**src/rtl/cap_pkg.sv**
```systemverilog
package cap_pkg;

    localparam int NUM_CH_DEF   = 2;
    localparam int TIMER_W_DEF  = 32;
    localparam int CH_CTRL_W    = 3;
    localparam int FLAG_LSB     = 4;
    localparam int SYNC_DEPTH   = 2;

    localparam int ADDR_FLAGS   = 0;
    localparam int ADDR_CTRL    = 1;
    localparam int ADDR_CAPBASE = 2;

    // per-channel control bits, LSB first: rise, fall, irq enable
    typedef struct packed {
        logic irq_en;
        logic fall_en;
        logic rise_en;
    } ch_ctrl_t;

    typedef struct packed {
        logic rise;
        logic fall;
    } edge_ev_t;

    typedef enum logic [1:0] {
        POL_NONE = 2'b00,
        POL_RISE = 2'b01,
        POL_FALL = 2'b10,
        POL_BOTH = 2'b11
    } pol_sel_e;

    function automatic pol_sel_e pol_of(input ch_ctrl_t c);
        return pol_sel_e'({c.fall_en, c.rise_en});
    endfunction

    function automatic logic edge_hit(input ch_ctrl_t c, input edge_ev_t ev);
        logic hit;
        case (pol_of(c))
            POL_RISE: hit = ev.rise;
            POL_FALL: hit = ev.fall;
            POL_BOTH: hit = ev.rise | ev.fall;
            default:  hit = 1'b0;
        endcase
        return hit;
    endfunction

endpackage

```
**src/rtl/cap_sync_edge.sv**
```systemverilog
module cap_sync_edge
    import cap_pkg::*;
#(
    parameter int STAGES = SYNC_DEPTH
) (
    input  logic     clk,
    input  logic     rst,
    input  logic     pin,
    output edge_ev_t ev
);

    logic [STAGES-1:0] sync_q;
    logic              last_q;

    generate
        if (STAGES == 1) begin : g_one
            always_ff @(posedge clk) begin
                if (rst) sync_q <= '0;
                else     sync_q <= pin;
            end
        end else begin : g_chain
            always_ff @(posedge clk) begin
                if (rst) sync_q <= '0;
                else     sync_q <= {sync_q[STAGES-2:0], pin};
            end
        end
    endgenerate

    always_ff @(posedge clk) begin
        if (rst) last_q <= 1'b0;
        else     last_q <= sync_q[STAGES-1];
    end

    always_comb begin
        ev.rise =  sync_q[STAGES-1] & ~last_q;
        ev.fall = ~sync_q[STAGES-1] &  last_q;
    end

endmodule

```
**src/rtl/cap_channel.sv**
```systemverilog
module cap_channel
    import cap_pkg::*;
#(
    parameter int TW = TIMER_W_DEF
) (
    input  logic          clk,
    input  logic          rst,
    input  ch_ctrl_t      ctrl,
    input  edge_ev_t      ev,
    input  logic [TW-1:0] timer,
    input  logic          flag_clr,
    output logic [TW-1:0] cap_q,
    output logic          flag_q,
    output logic          load
);

    assign load = edge_hit(ctrl, ev);

    always_ff @(posedge clk) begin
        if (rst) begin
            cap_q  <= '0;
            flag_q <= 1'b0;
        end else begin
            if (load) cap_q <= timer;
            // a new capture outranks a clear landing in the same cycle
            if (load && ctrl.irq_en) flag_q <= 1'b1;
            else if (flag_clr)       flag_q <= 1'b0;
        end
    end

endmodule

```
**src/rtl/edge_capture_unit.sv**
```systemverilog
module edge_capture_unit
    import cap_pkg::*;
#(
    parameter  int NCH = NUM_CH_DEF,
    parameter  int TW  = TIMER_W_DEF,
    localparam int AW  = $clog2(NCH + ADDR_CAPBASE),
    localparam int CW  = NCH * CH_CTRL_W
) (
    input  logic            clk,
    input  logic            rst,
    input  logic [TW-1:0]   timer_count,
    input  logic [NCH-1:0]  cap_pin,
    input  logic            reg_wr,
    input  logic [AW-1:0]   reg_addr,
    input  logic [TW-1:0]   reg_wdata,
    output logic [TW-1:0]   reg_rdata,
    output logic [NCH*TW-1:0] capture_vals,
    output logic            irq
);

    logic [CW-1:0]  ctrl_q;
    logic [NCH-1:0] cap_load;
    logic [NCH-1:0] flag_q;
    logic [NCH-1:0] flag_clr;
    logic [NCH-1:0] irq_en_vec;
    logic [TW-1:0]  cap_q [NCH];

    wire sel_flags = (int'(reg_addr) == ADDR_FLAGS);
    wire sel_ctrl  = (int'(reg_addr) == ADDR_CTRL);

    always_ff @(posedge clk) begin
        if (rst)                  ctrl_q <= '0;
        else if (reg_wr && sel_ctrl) ctrl_q <= reg_wdata[CW-1:0];
    end

    generate
        for (genvar c = 0; c < NCH; c++) begin : g_ch
            ch_ctrl_t ch_ctrl;
            edge_ev_t ch_ev;

            assign ch_ctrl       = ch_ctrl_t'(ctrl_q[c*CH_CTRL_W +: CH_CTRL_W]);
            assign irq_en_vec[c] = ch_ctrl.irq_en;
            assign flag_clr[c]   = reg_wr & sel_flags & reg_wdata[FLAG_LSB + c];

            cap_sync_edge #(.STAGES(SYNC_DEPTH)) u_sync (
                .clk (clk),
                .rst (rst),
                .pin (cap_pin[c]),
                .ev  (ch_ev)
            );

            cap_channel #(.TW(TW)) u_chan (
                .clk      (clk),
                .rst      (rst),
                .ctrl     (ch_ctrl),
                .ev       (ch_ev),
                .timer    (timer_count),
                .flag_clr (flag_clr[c]),
                .cap_q    (cap_q[c]),
                .flag_q   (flag_q[c]),
                .load     (cap_load[c])
            );

            assign capture_vals[c*TW +: TW] = cap_q[c];
        end
    endgenerate

    assign irq = |flag_q;

    always_comb begin
        reg_rdata = '0;
        if (sel_flags) begin
            reg_rdata[FLAG_LSB +: NCH] = flag_q;
        end else if (sel_ctrl) begin
            reg_rdata[CW-1:0] = ctrl_q;
        end else begin
            for (int c = 0; c < NCH; c++) begin
                if (int'(reg_addr) == ADDR_CAPBASE + c) reg_rdata = cap_q[c];
            end
        end
    end

endmodule

```
**config.mk**
```make
export PLATFORM = sky130hd
export DESIGN_NAME = edge_capture_unit
export DESIGN_NICKNAME = d
export VERILOG_FILES = /design/src/rtl/cap_pkg.sv /design/src/rtl/cap_sync_edge.sv /design/src/rtl/cap_channel.sv /design/src/rtl/edge_capture_unit.sv
export SDC_FILE = /design/constraint.sdc
export NUM_CORES = 1
export LEC_CHECK = 0
export BUFFER_PORTS_ARGS = -buffer_cell sky130_fd_sc_hd__buf_4
export CAP_MARGIN = 20
export CORE_ASPECT_RATIO = 0.9
export CORE_MARGIN = 1.5
export CORE_UTILIZATION = 30
export CTS_BUF_LIST = sky130_fd_sc_hd__clkbuf_8
export DETAILED_ROUTE_END_ITERATION = 10
export GPL_TIMING_DRIVEN = 0
export PLACE_DENSITY = 0.59
export SETUP_SLACK_MARGIN = 0.15
export SLEW_MARGIN = 20
export SYNTH_ARGS = -nofsm -noshare
export SYNTH_HDL_FRONTEND = slang
export SYNTH_SLANG_ARGS = --single-unit
```
**constraint.sdc**
```tcl
create_clock -name clk -period 1.8 [get_ports clk]
set_input_delay 0.27 -clock clk [delete_from_list [all_inputs] [get_ports clk]]
set_output_delay 0.27 -clock clk [all_outputs]
set_load 0.005 [all_outputs]
```
=== Word-level counts from Yosys, hierarchy flattened ===
Index checks and enable logic that the tools add are counted.

* Bits in writable memories: 0
* Register bits: 78
* Memories kept: 0
* Output and inout port bits: 97
* Bits in latches: 0
* Logic and storage cells: 51
* Memory bits (read-only): 0
* Bits of input ports: 71

* Shift operators: 0
* Reductions and logical operators: 7
* $add $sub $neg: 0
* Equal/unequal tests: 9
* Bitwise gates (word level): 13
* Multiplexer cells: 13
* $lt $le $gt $ge: 0
* Multipliers: 0
* Div/mod/pow operators: 0

{| class="wikitable"
|+ Operators with widths
! operator !! count
|-
| $mux W32 || 2
|-
| $mux W26 || 2
|-
| $eq A2 B2 Y1 const B || 6
|-
| $and A1 B1 Y1 || 7
|-
| $eq A2 B1 Y1 const B || 3
|-
| $mux W6 || 1
|-
| $pmux W1 S3 || 2
|-
| $mux W1 || 4
|-
| $mux W4 || 1
|-
| $not A1 Y1 || 4
|-
| $reduce_bool A2 Y1 || 2
|-
| $logic_and A1 B1 Y1 || 3
|-
| $logic_not A2 Y1 || 1
|-
| $mux W2 || 1
|-
| $or A1 B1 Y1 || 2
|-
| $reduce_or A2 Y1 || 1
|}

=== Logic depth before layout (Yosys ltp) ===
Gate-level depths: netlist (run 1).

* Word-level depth: 6
* Depth in mapped cells: 7
* Depth with buffers taken out: 6

=== Cells and area by module ===
A second synthesis (run 1) with hierarchy kept.

* Cells, all modules: 407
* Area, all modules: 4145.2 µm²

{| class="wikitable"
|+ Modules (own cells, without submodules)
! module !! area each (µm²) !! cells an instance !! times used !! sequential area each (µm²)
|-
| cap_channel || 1516.5 || 145 || 2 || 660.6
|-
| edge_capture_unit || 929.6 || 101 || 1 || 120.1
|-
| cap_sync_edge || 91.3 || 8 || 2 || 60.1
|}

=== Least setup slack after synthesis (run 1) ===
OpenSTA, ideal clock, no wires.

* Path type: register -> register
* Start: register g_ch[0].u_sync.last_q
* End: register g_ch[0].u_chan.cap_q[13]
* Setup time: 0.117 ns
* Data required time: 1.683 ns
* Stages on the path, launching flop included: 8
* Data arrival time: 1.390 ns
* Slack: 0.293 ns
* Period minus slack after synthesis: 1.507 ns
* Buffers on the path: 1
* Cell sequence: dfxtp_1 -> inv_1 -> ha_1 -> nand2_1 -> o21ai_2 -> a31o_4 -> buf_6 -> a22o_2

* Cells in the longest elaborated chain, start to end: 4
* Elaborated cells on any way between the ends: 5
* Those cells by class: mux (1); bitwise (4)

{| class="wikitable"
|+ Ends and longest elaborated chain
! element !! RTL line !! text
|-
| from (decl) || cap_sync_edge.sv:13 || <nowiki>logic last_q;</nowiki>
|-
| from (signal assigned) || cap_sync_edge.sv:31 || <nowiki>else last_q <= sync_q[STAGES-1];</nowiki>
|-
| $not A1 Y1 || cap_sync_edge.sv:35 || <nowiki>ev.rise = sync_q[STAGES-1] & ~last_q;</nowiki>
|-
| $and A1 B1 Y1 || cap_sync_edge.sv:35 ||
|-
| $or A1 B1 Y1 || cap_pkg.sv:41 || <nowiki>POL_BOTH: hit = ev.rise | ev.fall;</nowiki>
|-
| $pmux W1 S3 (*) || cap_pkg.sv:38 || <nowiki>case (pol_of(c))</nowiki>
|-
| to (signal assigned) || cap_channel.sv:24 || <nowiki>if (load) cap_q <= timer;</nowiki>
|-
| to (decl) || cap_channel.sv:12 || <nowiki>output logic [TW-1:0] cap_q,</nowiki>
|}

Mark *: on every way between the ends. The rest lies on a longest branch, timed or not.
A chain may end at the register's enable or synchronous reset.

=== Final worst setup path (run 1) ===
* Start: register g_ch[1].u_chan.cap_q[4]
* End: output port reg_rdata[4]

* Cells in the longest elaborated chain, start to end: 3

{| class="wikitable"
|+ Ends and longest elaborated chain
! element !! RTL line !! text
|-
| from (decl) || cap_channel.sv:12 ||
|-
| from (signal assigned) || cap_channel.sv:24 ||
|-
| $mux W32 || edge_capture_unit.sv:78 || <nowiki>if (int'(reg_addr) == ADDR_CAPBASE + c) reg_rdata = cap_q[c];</nowiki>
|-
| $mux W6 || edge_capture_unit.sv:74 || <nowiki>end else if (sel_ctrl) begin</nowiki>
|-
| $mux W2 || edge_capture_unit.sv:72 || <nowiki>if (sel_flags) begin</nowiki>
|-
| to (decl) || edge_capture_unit.sv:16 || <nowiki>output logic [TW-1:0] reg_rdata,</nowiki>
|}

Every way passes these cells.

==> results of run 1 <==
-- cells in the final DEF (no fill, tap or decap), types with 3 or more instances in the layout --
cell | Yosys | final
a21oi_1 | 7 | 7
a22o_1 | 48 | 48
a22o_2 | 20 | 20
buf_2 | 4 | 3
buf_4 | 1 | 139
buf_6 | 12 | 11
clkbuf_1 | 4 | 4
clkbuf_8 | 0 | 9
dfxtp_1 | 78 | 74
dfxtp_2 | 0 | 4
ha_1 | 4 | 3
inv_1 | 6 | 8
mux2_2 | 4 | 4
mux2i_1 | 27 | 26
nand2_1 | 14 | 13
nand3_1 | 6 | 6
nor2b_1 | 31 | 31
-- state kept, by name, indices dropped and copies added, names as in the netlist --
register,count
g_ch.u_chan.cap_q,64
ctrl_q,6
g_ch.u_sync.sync_q,4
g_ch.u_chan.flag_q,2
g_ch.u_sync.last_q,2
-- cell families after synthesis --
family          count (synthesis)  synth area share [%]
flops                          78                  48.3
buf+inv                        28                  6.31
fa+ha+maj                       4                  1.55
compound gates                 83                  23.0
mux                            33                  11.3
simple gates                   57                  9.59
-- worst max-delay path, cell delays in order (launching register included) --
cell and delay [ps]:
dfxtp_1 350, mux4_2 480, buf_4 160
-- worst paths after layout --
check	from	to	slack, ps	depth (start not counted)
min	rst	g_ch[0].u_sync.sync_q[0]	130	2
max reg2reg	g_ch[0].u_sync.last_q	g_ch[0].u_chan.cap_q[21]	230	7
max	g_ch[1].u_chan.cap_q[4]	reg_rdata[4]	200	2
min reg2reg	g_ch[0].u_sync.sync_q[0]	g_ch[0].u_sync.sync_q[1]	440	1
-- report_power, final --
part | total, mW | leakage, nW | switching, mW | internal (mW)
registers | 1.76 | 0.632 | 0.0179 | 1.74
logic | 0.313 | 1.40 | 0.150 | 0.163
clock network | 1.42 | 0.108 | 0.650 | 0.774
-- timing repair --
item / 4_1_cts / 5_1_grt
pin swaps: 2 / 1
hold buffers: 0 / 0
endpoints found under the setup margin: 59 / 46
resized for setup: 7 / 10
gates cloned: 0 / 0
-- synth_stat cells (2+ instances only) --
library cell  instances
a22o_2               20
inv_1                 6
mux2_2                4
nor2b_1              31
a22o_1               48
mux2i_1              27
nor2_1                2
o22ai_2               2
nand3_1               6
ha_1                  4
a21oi_1               7
a32o_1                2
buf_2                 4
nand2_1              14
buf_6                12
or2_1                 2
dfxtp_1              78
clkbuf_1              4
-- cell type report --
| type | count | area share (%) |
|---|---|---|
| plain buffers | 22 | 4.13 |
| clock buffers | 9 | 2.62 |
| clock inverters | 7 | 1.93 |
| inverters | 6 | 0.476 |
| multi-input cells | 177 | 32.2 |
| flip-flops and latches | 78 | 33.1 |
| well taps | 129 | 3.41 |
| repair buffers | 139 | 22.1 |
-- metrics by stage --
stage          hold WS [ps]  instance area, um^2  worst slack [ps]  util [%]
2_1_floorplan           342                 3230               293         -
3_3_place_gp            423                 4440              89.5      42.8
3_5_place_dp            432                 4440              72.2      42.8
4_1_cts                 116                 4680               132      45.1
5_1_grt                 120                 4730               159      45.6
6_report                129                 4730               198      45.6
-- metal layers --
metal	wire length (um)	vias to the layer above	GRT usage, %
met1	4300	1294	21.5
met3	621	8	3.89
met4	78	0	4.09
li1	-	1340	-
met2	4290	97	26.5
met5	0	-	0
==> results.cfg, run 1 <==
[floorplan]
fp-row-count = 35
die_area_um2 = 11400
coreArea_um2 = 10400
die_w_um = 112
start_util_pct = 31.2
fp.dieH_um = 102
io_pins = 168

[cells_and_area]
regArea_um2 = 1570
fillerInstances = 1005
multi_input_area_um2 = 1520
area_delta_synth_final_pct = 46.2
nets = 508
antenna_cells = 0
drive_gt1_share_pct = 47.9
final_cells = 567

[timing]
setup_viol = 0
tns_ps = 0
rsz0062_at_grt = false
clock_skew_ps = 9.77
worst_slew_pin_slew_ps = 493
slew_viol_final = 0
fin_crit_ps = 1600
max_clock_freq_ghz = 0.624
slew_headroom_pct = 67.1
finalHoldViolations = 0
period_share_pct = 89.0

[power_and_ir_drop]
finalPower_mw = 3.50
peakVddDrop_uv = 306
powerDensity_nw_per_um2 = 740
p_leak_nw = 2.14

[yosys]
ys_types = 28
synth_area_leaders = dfxtp_1 48%, a22o_1 13%, mux2i_1 8.4%, a22o_2 6.2%, nor2b_1 6.0%
synth_edf_count = 0
ys_ff_latch = 78
yosysWarnings = 0
synth_top_area_share_pct = 48.3
synth_ff_type = dfxtp_1
synth-async-reset-ratio_pct = 0
syn_area_um2 = 3230
syn_nets = 358
synth.avg_cell_area_um2 = 11.4
yosysTopAreaCell = dfxtp_1
ys_seq_area_share_pct = 48.3
synthCells = 283

[setup_path]
end_kind = output pin
critical_path_arrival_ps = 1330
crit_fanout = 3
path_class = reg -> out
critPathLaunchType = flop
required_ps = 1530

[clock_network]
tritoncts = done
post_cts_buffers = 0
clkLatencyLatePin_ps = 340
cts_root_buf = clkbuf_8
h-tree-depth = 3
cts.clk_slew.worst_paths_ps = 90
cts_buffer_depth = 2
cts_made_buffers = 9
clock-sinks = 78

[drt]
ant_nets = 0
drcViolationCount = 12
drtPass1Iterations = 8
finalWirelength_um = 9290
via_per_inst = 4.83
drtIter0Drc = 103
routed-via-count = 2739
post_drt_wl_per_cell_um = 16.4

[placement]
dp_hpwl_um = 6780
gp_congestion = 0.791
port_buffers = 139
dp_cells = 551

[global_routing]
antenna_found_initial = 0
grt_pass1_vias = 2678
grt_max_degree = 14
overflow = 0
grtUsageTotal_pct = 16.1
grt_pass1_wl_um = 14300

[flow_run]
max_cap_violations = 0

[run_status]
violations = design-rule violations
status = complete, but fails checks

[hold_path]
hold_class = in -> reg
Note: power is estimated with default switching activity, not from simulation.
==> run 2, diff against run 1 <==
--- a/config.mk
+++ b/config.mk
@@ -7,13 +7,15 @@
 export LEC_CHECK = 0
 export BUFFER_PORTS_ARGS = -buffer_cell sky130_fd_sc_hd__buf_4
 export CAP_MARGIN = 20
+export CELL_PAD_IN_SITES_DETAIL_PLACEMENT = 1
+export CELL_PAD_IN_SITES_GLOBAL_PLACEMENT = 2
 export CORE_ASPECT_RATIO = 0.9
 export CORE_MARGIN = 1.5
-export CORE_UTILIZATION = 30
+export CORE_UTILIZATION = 27
 export CTS_BUF_LIST = sky130_fd_sc_hd__clkbuf_8
 export DETAILED_ROUTE_END_ITERATION = 10
 export GPL_TIMING_DRIVEN = 0
-export PLACE_DENSITY = 0.59
+export PLACE_DENSITY = 0.83
 export SETUP_SLACK_MARGIN = 0.15
 export SLEW_MARGIN = 20
 export SYNTH_ARGS = -nofsm -noshare
==> results.cfg, run 2 (synthesis results as in run 1) <==
[setup_path]
reg2reg_slack_ps = 220
cp_slowest_stage_delay_ps = 370
r2r-end = g_ch[0].u_chan.cap_q[16]
endpoint = reg_rdata[1]
critical_path.reg2reg.startpoint = g_ch[0].u_sync.last_q
critPathLaunchType = primary input
rr_worst_depth = 7
cp_top_family = buffers and inverters
cp.depth = 5
end_kind = output pin
crit_path_top_delay_cell = mux2_2
path_class = in -> out
path_buf_inv = 3
critical_path_arrival_ps = 1330
crit_start = reg_addr[0]
required_ps = 1530
worstPathCellList = clkbuf_4 -> buf_8 -> mux2_2 -> a22o_1 -> buf_4
crit_fanout = 10

[power_and_ir_drop]
swShare_pct = 24.6
powerDensity_nw_per_um2 = 715
power_frac_comb_pct = 9.6
finalPower_mw = 3.43
internal-power_mw = 2.59
seqPwrFrac_pct = 51.3
pwr-share-clk_pct = 39.2
p_leak_nw = 2.17
peakVddDrop_uv = 371
p_switching_mw = 0.843

[clock_network]
cts_made_buffers = 9
tritoncts = done
cts_hold_buf = 0
cts_buffer_depth = 2
clock-sinks = 78
cts_root_buf = clkbuf_8
clkLatencyLatePin_ps = 350
h-tree-depth = 3
cts.clk_slew.worst_paths_ps = 80

[cells_and_area]
top_register = g_ch.u_chan.cap_q
mostFrequentLayoutCell = buf_4
final_cell_mix = 143 x buf_4, 74 x dfxtp_1, 48 x a22o_1, 31 x nor2b_1, 26 x mux2i_1
biggestRegsByFlops = g_ch.u_chan.cap_q (64), ctrl_q (6), g_ch.u_sync.sync_q (4)
nets = 513
drive_gt1_share_pct = 48.5
antenna_cells = 0
area_delta_synth_final_pct = 48.5
largest_reg_flops = 64

[timing]
max_clock_freq_ghz = 0.625
clock_skew_ps = 9.45
rsz0062_at_grt = true
fin_crit_ps = 1600
slew_viol_final = 0
worst_slew_pin_slew_ps = 551
finalHoldViolations = 0
holdWs_ps = 117
tns_ps = 0
period_share_pct = 88.9
slew_headroom_pct = 63.3
setup_viol = 0

[global_routing]
overflow = 0
grt_pass1_wl_um = 15900
grt_max_degree = 14
antenna_found_initial = 0
grtUsageTotal_pct = 16.1
grt_pass1_vias = 2944

[drt]
drcViolationCount = 0
drtPass1Iterations = 4
finalWirelength_um = 10300
routed-via-count = 2867
via_per_inst = 4.79
drtIter0Drc = 140
post_drt_wl_per_cell_um = 17.3
ant_nets = 0

[flow_run]
max_cap_violations = 0

[floorplan]
fp-row-count = 37
die_area_um2 = 12600
coreArea_um2 = 11600
die_w_um = 118
start_util_pct = 27.9
io_pins = 168
fp.dieH_um = 107

[placement]
port_buffers = 139
dp_hpwl_um = 7510
gp_congestion = 0.792

[hold_path]
hold_class = in -> reg

[run_status]
status = finished clean
## run 2: power by group through the flow
stage / Clock (mW) / Combinational [mW] / Sequential (mW)
floorplan: 0 / 0.148 / 1.80
CTS: 1.39 / 0.316 / 1.76
detailed placement: 0 / 0.308 / 1.80
finish: 1.34 / 0.329 / 1.76
global route: 1.46 / 0.356 / 1.76
global placement: 0 / 0.301 / 1.80
## run 2: timing repair
item	CTS	global route
endpoints found under the setup margin	64	36
pin swaps	1	3
gates cloned	0	1
setup buffers	1	3
gates resized for setup	8	10
## run 2: layout make-up
type | instances | area [um^2]
buffer | 22 | 195
clock buffer | 10 | 138
clock inverter | 6 | 62.6
fill | 1283 | 6770
inverter | 6 | 22.5
multi-input combinational | 177 | 1520
sequential | 78 | 1570
tap | 156 | 195
timing repair buffer | 144 | 1100
## run 2: metal layers
| layer | vias up | global-route usage [%] | part of all wire (%) |
|---|---|---|---|
| li1 | 1352 | - | - |
| met1 | 1398 | 20.0 | 45 |
| met2 | 104 | 27.5 | 48 |
| met3 | 13 | 4.20 | 6.2 |
| met4 | 0 | 4.91 | 1.2 |
| met5 | - | 0 | 0 |
## run 2: stage by stage
step	worst slack (ps)	cell area, um^2	cells	utilization, %
after CTS	140	4710	595	40.7
after floorplan	293	3230	283	-
final	200	4800	599	41.5
after global placement	72.8	4470	578	38.6
after global routing	145	4800	599	41.5
after detailed placement	73.2	4470	578	38.6
## run 2: worst min path at each step
| stage | from | end | cells after the start |
|---|---|---|---|
| after CTS | rst | g_ch[1].u_sync.sync_q[0] | 2 |
| after global placement | g_ch[0].u_sync.sync_q[0] | g_ch[0].u_sync.sync_q[1] | 1 |
| after detailed placement | g_ch[1].u_sync.sync_q[0] | g_ch[1].u_sync.sync_q[1] | 1 |
| after global routing | rst | g_ch[1].u_sync.sync_q[0] | 2 |
| after floorplan | rst | g_ch[0].u_sync.sync_q[0] | 1 |
| final | rst | g_ch[1].u_sync.sync_q[0] | 2 |
==> run 3, diff against run 2 <==
==> constraint.sdc (replaced) <==
create_clock -name clk -period 1.8 [get_ports clk]
set_input_delay 0.09 -clock clk [delete_from_list [all_inputs] [get_ports clk]]
set_output_delay 0.09 -clock clk [all_outputs]
set_load 0.005 [all_outputs]
==> results.cfg, run 3 (synthesis results as in run 1) <==
[run_status]
status = finished clean

[hold_path]
hold_class = in -> reg

[flow_run]
max_cap_violations = 0

[cells_and_area]
final_cells = 638
nets = 552
multi_input_area_um2 = 1550
drive_gt1_share_pct = 43.6
mostFrequentLayoutCell = buf_4
antenna_cells = 0
area_delta_synth_final_pct = 61.8
regArea_um2 = 1560
biggestRegsByFlops = g_ch.u_chan.cap_q (64), ctrl_q (6), g_ch.u_sync.sync_q (4)
top_register = g_ch.u_chan.cap_q
fillerInstances = 1267
largest_reg_flops = 64
final_cell_mix = 141 x buf_4, 76 x dfxtp_1, 48 x a22o_1, 41 x dlygate4sd3_1, 31 x nor2b_1

[clock_network]
clkLatencyLatePin_ps = 350
cts.clk_slew.worst_paths_ps = 80
clock-sinks = 78
cts_buffer_depth = 2
cts_root_buf = clkbuf_8
tritoncts = done
cts_made_buffers = 9
h-tree-depth = 3

[floorplan]
fp-row-count = 37
fp.dieH_um = 107
coreArea_um2 = 11600
die_w_um = 118
io_pins = 168
die_area_um2 = 12600
start_util_pct = 27.9

[setup_path]
crit_path_top_delay_cell = dfxtp_1
crit_top_cell = inv_1
required_ps = 2090
path_class = reg -> reg
end_kind = flop
critical_path_arrival_ps = 1880
worstPathCellList = inv_1 -> ha_1 -> inv_1 -> mux2i_4 -> o22ai_4 -> buf_6 -> a22o_1
critPathLaunchType = flop
crit_fanout = 10
cp_slowest_stage_delay_ps = 340

[timing]
max_clock_freq_ghz = 0.632
period_share_pct = 87.9
fin_crit_ps = 1580
setup_viol = 0
tns_ps = 0
slew_headroom_pct = 61.6
worst_slew_pin_slew_ps = 577
finalHoldViolations = 0
rsz0062_at_grt = false
clock_skew_ps = 8.99
holdWs_ps = 134
slew_viol_final = 0

[drt]
ant_nets = 0
drtPass1Iterations = 4
finalWirelength_um = 11000
routed-via-count = 3026
via_per_inst = 4.74
post_drt_wl_per_cell_um = 17.2
drtIter0Drc = 102
drcViolationCount = 0

[global_routing]
grt_pass1_vias = 3190
antenna_found_initial = 0
overflow = 0
grt_pass1_wl_um = 16900
grtUsageTotal_pct = 16.9
grt_max_degree = 14

[power_and_ir_drop]
peakVddDrop_uv = 365
p_leak_nw = 2.36
powerDensity_nw_per_um2 = 673

[placement]
gp_congestion = 0.792
dp_cells = 578
dp_hpwl_um = 7510
port_buffers = 139
run 3: changes by cell type in the layout (fill, tap and decap cells not counted), sizes merged:
cell	delta
dlygate4sd3	+41
buf	-2
run 3: path summary, 6_finish.rpt:
check                                start                        to  slack, ps  cells past startpoint
setup / recovery     g_ch[1].u_sync.last_q  g_ch[1].u_chan.cap_q[27]        220                      7
hold / removal                      reg_wr                 ctrl_q[4]        130                      3
setup reg to reg     g_ch[1].u_sync.last_q  g_ch[1].u_chan.cap_q[27]        220                      7
hold reg to reg   g_ch[1].u_sync.sync_q[0]  g_ch[1].u_sync.sync_q[1]        440                      1
run 3: critical path: cells and delay by family, from the launching register on:
family	cells	cell delay, ps
compound gates	2	450
fa+ha+maj	1	280
buf+inv	3	360
flops	1	340
mux	1	90
run 3: report_power, final:
group          leakage (nW)  switching (mW)  internal [mW]
Clock                 0.105           0.671          0.677
Combinational          1.63           0.178          0.235
Sequential            0.631          0.0182           1.74
Total                  2.36           0.867           2.66
run 3: repair_timing:
item | in CTS | in global routing
hold buffers | 41 | 0
endpoints found under the setup margin | 60 | 31
endpoints found under the hold margin | 72 | 0
pin swaps | 1 | 7
buffers inserted | 0 | 1
gates resized for setup | 4 | 12
gates cloned | 0 | 2
run 3: area by class of cell:
cell class | instances | area share, %
Sequential cell | 78 | 29.9
Multi-Input combinational cell | 177 | 29.6
Timing Repair Buffer | 183 | 28.9
Tap cell | 156 | 3.73
Buffer | 22 | 3.68
Clock buffer | 10 | 2.63
Clock inverter | 6 | 1.20
Inverter | 6 | 0.430
run 3: metrics by stage:
step                instance area (um^2)  power [mW]  setup WS [ps]  utilization, %
floorplan                           3230        1.95            293               -
CTS                                 5100        3.54            167            44.1
detailed placement                  4470        2.11            106            38.6
global placement                    4470        2.10            137            38.6
finish                              5230        3.52            218            45.2
global route                        5230        3.67            157            45.2
run 3: layer usage:
metal | vias up | track usage (%) | wire (um)
li1 | 1433 | - | -
met1 | 1476 | 20.6 | 4920
met2 | 104 | 29.9 | 5350
met3 | 13 | 4.04 | 590
met4 | 0 | 4.91 | 129
met5 | - | 0 | 0
